`config.mk`:
```
export PLATFORM = sky130hd
export DESIGN_NAME = hec_inserter
export DESIGN_NICKNAME = d
export VERILOG_FILES = /design/src/rtl/hec_pkg.sv /design/src/rtl/hec_crc8_step.sv /design/src/rtl/hec_octet_pos.sv /design/src/rtl/hec_inserter.sv
export SDC_FILE = /design/constraint.sdc
export NUM_CORES = 1
export LEC_CHECK = 0
export BUFFER_PORTS_ARGS = -buffer_cell sky130_fd_sc_hd__clkbuf_2
export CAP_MARGIN = 40
export CORE_MARGIN = 3
export CORE_UTILIZATION = 40
export DETAILED_ROUTE_END_ITERATION = 8
export PLACE_DENSITY = 0.67
export REMOVE_ABC_BUFFERS = 1
export SYNTH_ARGS = -nofsm -noshare
export SYNTH_HDL_FRONTEND = slang
export SYNTH_SLANG_ARGS = --single-unit
```
`constraint.sdc`:
```
create_clock -name clk -period 4.6 [get_ports clk]
set_clock_uncertainty 0.15 [all_clocks]
set_input_delay 0.92 -clock clk [delete_from_list [all_inputs] [get_ports clk]]
set_output_delay 0.92 -clock clk [all_outputs]
set_load 0.02 [all_outputs]
```
`src/rtl/hec_pkg.sv`:
```
package hec_pkg;
    localparam int OCTET_W = 8;
    typedef logic [OCTET_W-1:0] octet_t;

    // Pipeline state of the inserter
    typedef struct packed {
        logic   vld;
        logic   sof;
        octet_t data;
        octet_t crc;
    } hec_state_t;
endpackage

```
`src/rtl/hec_crc8_step.sv`:
```
// One octet of CRC-8 update, MSB first, built as a chain of bit stages.
module hec_crc8_step
    import hec_pkg::*;
#(
    parameter octet_t POLY = 8'h07
) (
    input  octet_t crc_i,
    input  octet_t data_i,
    output octet_t crc_o
);
    octet_t chain [OCTET_W+1];

    assign chain[0] = crc_i;

    for (genvar b = 0; b < OCTET_W; b++) begin : g_bit
        logic fb;
        assign fb = chain[b][OCTET_W-1] ^ data_i[OCTET_W-1-b];
        assign chain[b+1] = {chain[b][OCTET_W-2:0], 1'b0} ^ (fb ? POLY : '0);
    end

    assign crc_o = chain[OCTET_W];
endmodule

```
`src/rtl/hec_octet_pos.sv`:
```
// Tracks the position of the current input octet within its cell.
module hec_octet_pos #(
    parameter int CELL_OCTETS = 53,
    localparam int POS_W = $clog2(CELL_OCTETS + 1)
) (
    input  logic             clk,
    input  logic             rst_n,
    input  logic             beat_i,
    input  logic             sof_i,
    output logic [POS_W-1:0] pos_o
);
    localparam logic [POS_W-1:0] OUTSIDE = POS_W'(CELL_OCTETS);

    logic [POS_W-1:0] pos_d, pos_q;

    assign pos_o = sof_i ? '0 : pos_q;

    always_comb begin
        pos_d = pos_q;
        if (beat_i) begin
            pos_d = (pos_o == OUTSIDE) ? OUTSIDE : pos_o + 1'b1;
        end
    end

    always_ff @(posedge clk) begin
        if (!rst_n) pos_q <= OUTSIDE;
        else        pos_q <= pos_d;
    end
endmodule

```
`src/rtl/hec_inserter.sv`:
```
module hec_inserter
    import hec_pkg::*;
#(
    parameter int     CELL_OCTETS = 53,
    parameter int     HDR_OCTETS  = 4,
    parameter octet_t POLY        = 8'h07,
    parameter octet_t COSET       = 8'h55
) (
    input  logic       clk,
    input  logic       rst_n,
    input  logic       in_valid,
    output logic       in_ready,
    input  logic [7:0] in_data,
    input  logic       in_sof,
    output logic       out_valid,
    input  logic       out_ready,
    output logic [7:0] out_data,
    output logic       out_sof
);
    localparam int POS_W = $clog2(CELL_OCTETS + 1);
    localparam logic [POS_W-1:0] HEC_POS = POS_W'(HDR_OCTETS);

    hec_state_t st_d, st_q;
    logic [POS_W-1:0] pos;
    logic             accept;
    octet_t           crc_base, crc_upd;

    assign in_ready = !st_q.vld || out_ready;
    assign accept   = in_valid && in_ready;

    hec_octet_pos #(.CELL_OCTETS(CELL_OCTETS)) u_pos (
        .clk    (clk),
        .rst_n  (rst_n),
        .beat_i (accept),
        .sof_i  (in_sof),
        .pos_o  (pos)
    );

    assign crc_base = (pos == '0) ? '0 : st_q.crc;

    hec_crc8_step #(.POLY(POLY)) u_step (
        .crc_i  (crc_base),
        .data_i (in_data),
        .crc_o  (crc_upd)
    );

    always_comb begin
        st_d = st_q;
        if (out_ready) st_d.vld = 1'b0;
        if (accept) begin
            st_d.vld  = 1'b1;
            st_d.sof  = in_sof;
            st_d.data = (pos == HEC_POS) ? (st_q.crc ^ COSET) : in_data;
            if (pos < HEC_POS) st_d.crc = crc_upd;
        end
    end

    always_ff @(posedge clk) begin
        if (!rst_n) st_q <= '0;
        else        st_q <= st_d;
    end

    assign out_valid = st_q.vld;
    assign out_data  = st_q.data;
    assign out_sof   = st_q.sof;
endmodule

```
* Word level (Yosys, flattened, before mapping) *
Index checks and enable logic that the tools add are counted.

word-level totals
  register bits after elaboration = 24
  bits of input ports = 13
  output and inout port bits = 11
  word-level logic and storage cells = 47

cells by class
  add/sub/neg operators = 1
  magnitude comparators = 1
  equal/unequal tests = 2
  muxes and demuxes = 15
  bitwise gates (word level) = 17
  reductions and logical operators = 6

operator list
  operator                                                               number
  8-bit bitwise XOR                                                      8
  3-bit 2-to-1 mux                                                       8
  8-bit 2-to-1 mux                                                       3
  18-bit 2-to-1 mux                                                      1
  6-bit 2-to-1 mux                                                       2
  1-bit bitwise XOR                                                      8
  6-bit by 1-bit adder with 6-bit output, second input constant          1
  6-bit by 3-bit equality test with 1-bit output, second input constant  1
  6-bit equality test, second input constant                             1
  6-bit zero test                                                        1
  6-bit by 3-bit < comparator with 1-bit output, second input constant   1
  4-bit inverter                                                         1
  2-bit AND reduction                                                    1
  2-bit nonzero test                                                     1
  1-bit logical AND                                                      1
  1-bit zero test                                                        1
  1-bit logical OR                                                       1
  1-bit 2-to-1 mux                                                       1

* Depth between registers and ports, before layout *
  depth after elaboration = 29
  gate-level depth with buffers = 8
  depth with buffers taken out = 7

* Modules after synthesis *
A second synthesis with hierarchy kept.

second synthesis, totals
  cells, all modules = 178
  area, all modules = 1607.8 sq um

modules (own cells, without submodules)
  module         times used  cells each  area each (sq um)  seq. area each (sq um)
  hec_inserter   1           110         1013.5             360.3
  hec_octet_pos  1           46          402.9              120.1
  hec_crc8_step  1           22          191.4              0.0

* Least setup slack after synthesis *
No wires, ideal clock.

  path kind = input port to flip-flop
  start = input port in_sof
  end = register st_q[5] in the netlist's numbering
  setup time = 0.086 ns
  arrival time = 2.361 ns
  required time = 4.364 ns
  setup slack = 2.003 ns
  stages on the path = 8
  buffers on the path = 2
  cell sequence = clkbuf_1 -> nand2b_1 -> ha_1 -> clkbuf_1 -> o21ai_0 -> nand2_1 -> xnor2_1 -> a211oi_1

between the ends
  cells in the longest elaborated chain, start to end = 13
  elaborated cells between the ends (all ways) = 19
  those cells by class = order compare (1); mux (5); bitwise (11); reduce/logical (2)

RTL lines
  element                                                 line                                      RTL
  from (decl)                                             hec_inserter.sv:14                        input logic in_sof,
  6-bit 2-to-1 mux (*)                                    hec_octet_pos.sv:16                       assign pos_o = sof_i ? '0 : pos_q;
  6-bit zero test                                         hec_inserter.sv:39                        assign crc_base = (pos == '0) ? '0 : st_q.crc;
  8-bit 2-to-1 mux                                        hec_inserter.sv:39
  8-bit bitwise XOR (2 in series)                         hec_crc8_step.sv:18                       assign chain[b+1] = {chain[b][OCTET_W-2:0], 1'b0} ^ (fb ? POLY : '0);
  1-bit bitwise XOR or 8-bit bitwise XOR (tied branches)  hec_crc8_step.sv:17, hec_crc8_step.sv:18
  3-bit 2-to-1 mux, or another cell as far along          hec_crc8_step.sv:18
  8-bit bitwise XOR, or another cell as far along         hec_crc8_step.sv:18
  8-bit bitwise XOR or 3-bit 2-to-1 mux (tied branches)   hec_crc8_step.sv:18
  8-bit bitwise XOR (4 in series)                         hec_crc8_step.sv:18
  to (signal assigned)                                    hec_inserter.sv:60                        else st_q <= st_d;
  to (decl)                                               hec_inserter.sv:23                        hec_state_t st_d, st_q;

Mark *: on every way between the ends. The rest lies on a longest branch, timed or not.
A chain may end at the register's enable or synchronous reset.

* Worst setup path after layout *
  start = input port in_sof
  end = register st_q (netlist bit out_data[2])

between the ends
  cells in the longest elaborated chain, start to end = 3

RTL lines
  element                                         line                 RTL
  6-bit 2-to-1 mux                                hec_octet_pos.sv:16
  6-bit by 3-bit equality test with 1-bit output  hec_inserter.sv:53   st_d.data = (pos == HEC_POS) ? (st_q.crc ^ COSET) : in_data;
  8-bit 2-to-1 mux                                hec_inserter.sv:53

No other way between the ends.

==> summary.md <==
| Metric | Value |
|---|---|
| Final ANT Viol Nets | 0 |
| Hold buffer count at CTS | 0 |
| Final estimated routing congestion in global placement | 0.800 |
| Routed len/inst | 13.2 um |
| H-tree levels | 1 |
| Synth Instances | around 200 |
| 1st-iter DRT viols | 97 |
| FFs w/ async S/R, synth | 0 |
| Flip-flop and latch area | 480 um^2 |
| Clock root buffer | clkbuf_8 |
| Final min period | 2.71 ns |
| FILL cells | about 370 |
| Worst hold slack | about 0.31 ns |
| Synthesized area | 1610 um^2 |
| Post-route setup slack | 1.89 ns |
| R2r setup slk | 2.43 ns |
| Total negative setup slack | 0 ns |
| Total GRT Usage | 0.147 |
| Hold_sp | out_sof |
| Area grow syn2layout | 7.61% |
| Clock-pin slew on the worst setup and hold paths | 0.09 ns |
| Slew Viols, Final | 0 |
| Drt first pass iters | 4 |
| CTS tree | built |
| Total routed wirelength | 3350 um |
| Finished Layout Cells | roughly 250 |
| Cells after DPL | 250 |
| FMAX | 368 MHz |
| Area used by multi-input combinational logic | 988 um^2 |
| Crit start category | input port |
| Cell variety after synth | 42 |
| Die area | 4830 um^2 |
| VDD IR max | 0.000184 V |
| Global-route wire length before repair | 5870 um |
| Clock buffer depth | 2 |
| Register area share after synthesis | 0.298 |
| Total grt overflow | 0 |
| Initial antenna violation count | 0 |
| Worst flop-to-flop path startpoint | out_valid |
| Antenna diodes | 0 |
| Avg Cell Area, Syn | a little over 8 um^2 |
| Top post-synthesis cells by area | dfxtp_1 30%, xnor2_1 12%, a211oi_1 5.1% |
| Residual DRC | 0 |
| Area share of the leading cell type in the synthesized netlist | 0.298 |
| Largest net degree at the start of global routing | 21 |
| Top Ports | 24 |
| Synth warn | 0 |
| DP HPWL | 2430 um |
| Final hold vios | 0 |
| Final net count | 223 |
| RSZ-0062 raised after global routing | false |
| CTS resizes | 0 |
| Worst Setup End Kind | flop |
| Leading cell type in the layout, fill and taps excluded | dfxtp_1 |
| Critical path start-end classification | input port to flop |
| Post-CTS setup buffers | 0 |
| Post-synth EDFFs | 0 |
| Hold Crit Class | flop to flop |
| Final period utilization | 0.590 |
| Die X-Extent | 69.5 um |
| Setup WS pre-CTS | 1.59 ns |
| Cell area power density | 344 nW/um^2 |
| Max-cap viol count | 0 |
| P_leak | 0.712 nW |
| Buffers on Ports | 23 |
| Num CTS Buffers | 3 |
| Largest area contributor in the netlist | dfxtp_1 |
| Routed vias | 1329 |
| Worst Reg2Reg Path Length in Cells | 5 |
| Most frequent cells in the layout | 24 x dfxtp_1, 23 x clkbuf_2, 22 x xnor2_1, 20 x nor2_1, 15 x nand2_1 |
| Clock sink total | 24 |
| Worst Setup EP | out_data[2] |
| Vias in the first global route | 1231 |
| Synth Flop Type | dfxtp_1 |
| Vias per Instance | 5.23 |
| Reg-to-Reg End | st_q[2] |
| Core Area | 3770 um^2 |
| Final setup viols | 0 |
| Share of cells above drive strength 1 | 0.146 |
| CP required | 4.59 ns |
| CP Max Fanout | 14 |
| Register bit count reported by yosys | 24 |
| Arrival @ worst endpoint | around 2.7 ns |
| Skew-Pair Late Insertion Delay | between 0.2 and 0.3 ns |
| Die Ht | 69.5 um |
| CP Launch Point | in_sof |
| Row count | 22 |
| Starting Density | 0.427 |
| Outcome | complete, no violations |
| Slew @ Worst Pin | roughly 0.72 ns |
| Worst slew margin | 0.523 |
==> synth_stat cells, types with 2 or more instances <==
library cell   n
a211oi_1      11
a21oi_1       10
a31oi_1        4
and2_1         2
and3_1         2
buf_2          2
buf_4         10
clkbuf_1       5
dfxtp_1       24
ha_1           3
inv_1          4
mux2i_1        5
nand2_1       15
nand2b_1       5
nand3_1        7
nand3b_1       3
nor2_1        20
nor3_1         6
o21ai_0        9
or3_1          2
or4_1          3
xnor2_1       22
xor2_1         6
==> logic make-up after synthesis <==
kind of cell	Yosys count	synth area share
AND/OR/NAND/NOR	70	0.213
AO/OA/AOI/OAI	41	0.162
XOR/XNOR	30	0.177
buffers and inverters	25	0.0885
flip-flops	24	0.298
multiplexers	6	0.0380
adder cells (fa/ha/maj)	3	0.0233
==> critical path: stages <==
cell and delay [ns]:
clkbuf_2 0.21, nand2b_1 0.20, ha_1 0.44, nand3_1 0.47, a211oi_1 0.37, nor3_1 0.08
==> flip-flops by register name, summed over array words and instances (netlist names) <==
register,flops
out_sof,1
out_valid,1
st_q,8
u_pos.pos_q,6
out_data,8
==> report_power, final <==
part           switching, W  internal [W]
Sequential        0.0000185      0.000224
Clock             0.0000683      0.000116
Combinational     0.0000921     0.0000768
Total              0.000179      0.000418
==> worst min path at each step <==
stage / cells past startpoint / end / slack [ns]
finish: 2 / out_sof / 0.31
global route: 2 / out_sof / 0.34
CTS: 2 / out_sof / 0.32
detailed placement: 2 / out_sof / 0.30
global placement: 2 / out_sof / 0.30
floorplan: 2 / u_pos.pos_q[1] / 0.31
==> area by class of cell <==
cell class,instances,share of cell area
well taps,48,0.0346
multi-input cells,150,0.570
flip-flops and latches,24,0.277
clock buffers,3,0.0238
clock inverters,1,0.0173
repair buffers,23,0.0664
inverters,5,0.0108
==> layer usage <==
layer / wire length (um) / GRT usage
met1: 1690 / 0.208
met2: 1500 / 0.222
met3: 100 / 0.0116
met4: 66 / 0.0694
met5: 0 / 0
==> per-stage QoR <==
| step | utilization | total power, W | instance area [um^2] |
|---|---|---|---|
| finish | 0.460 | 0.000596 | 1730 |
| global route | 0.460 | 0.000633 | 1730 |
| CTS | 0.460 | 0.000598 | 1730 |
| detailed placement | 0.441 | 0.000414 | 1660 |
| global placement | 0.441 | 0.000412 | 1660 |
| floorplan | - | 0.000373 | 1490 |
(Power assumes the default switching activity.)
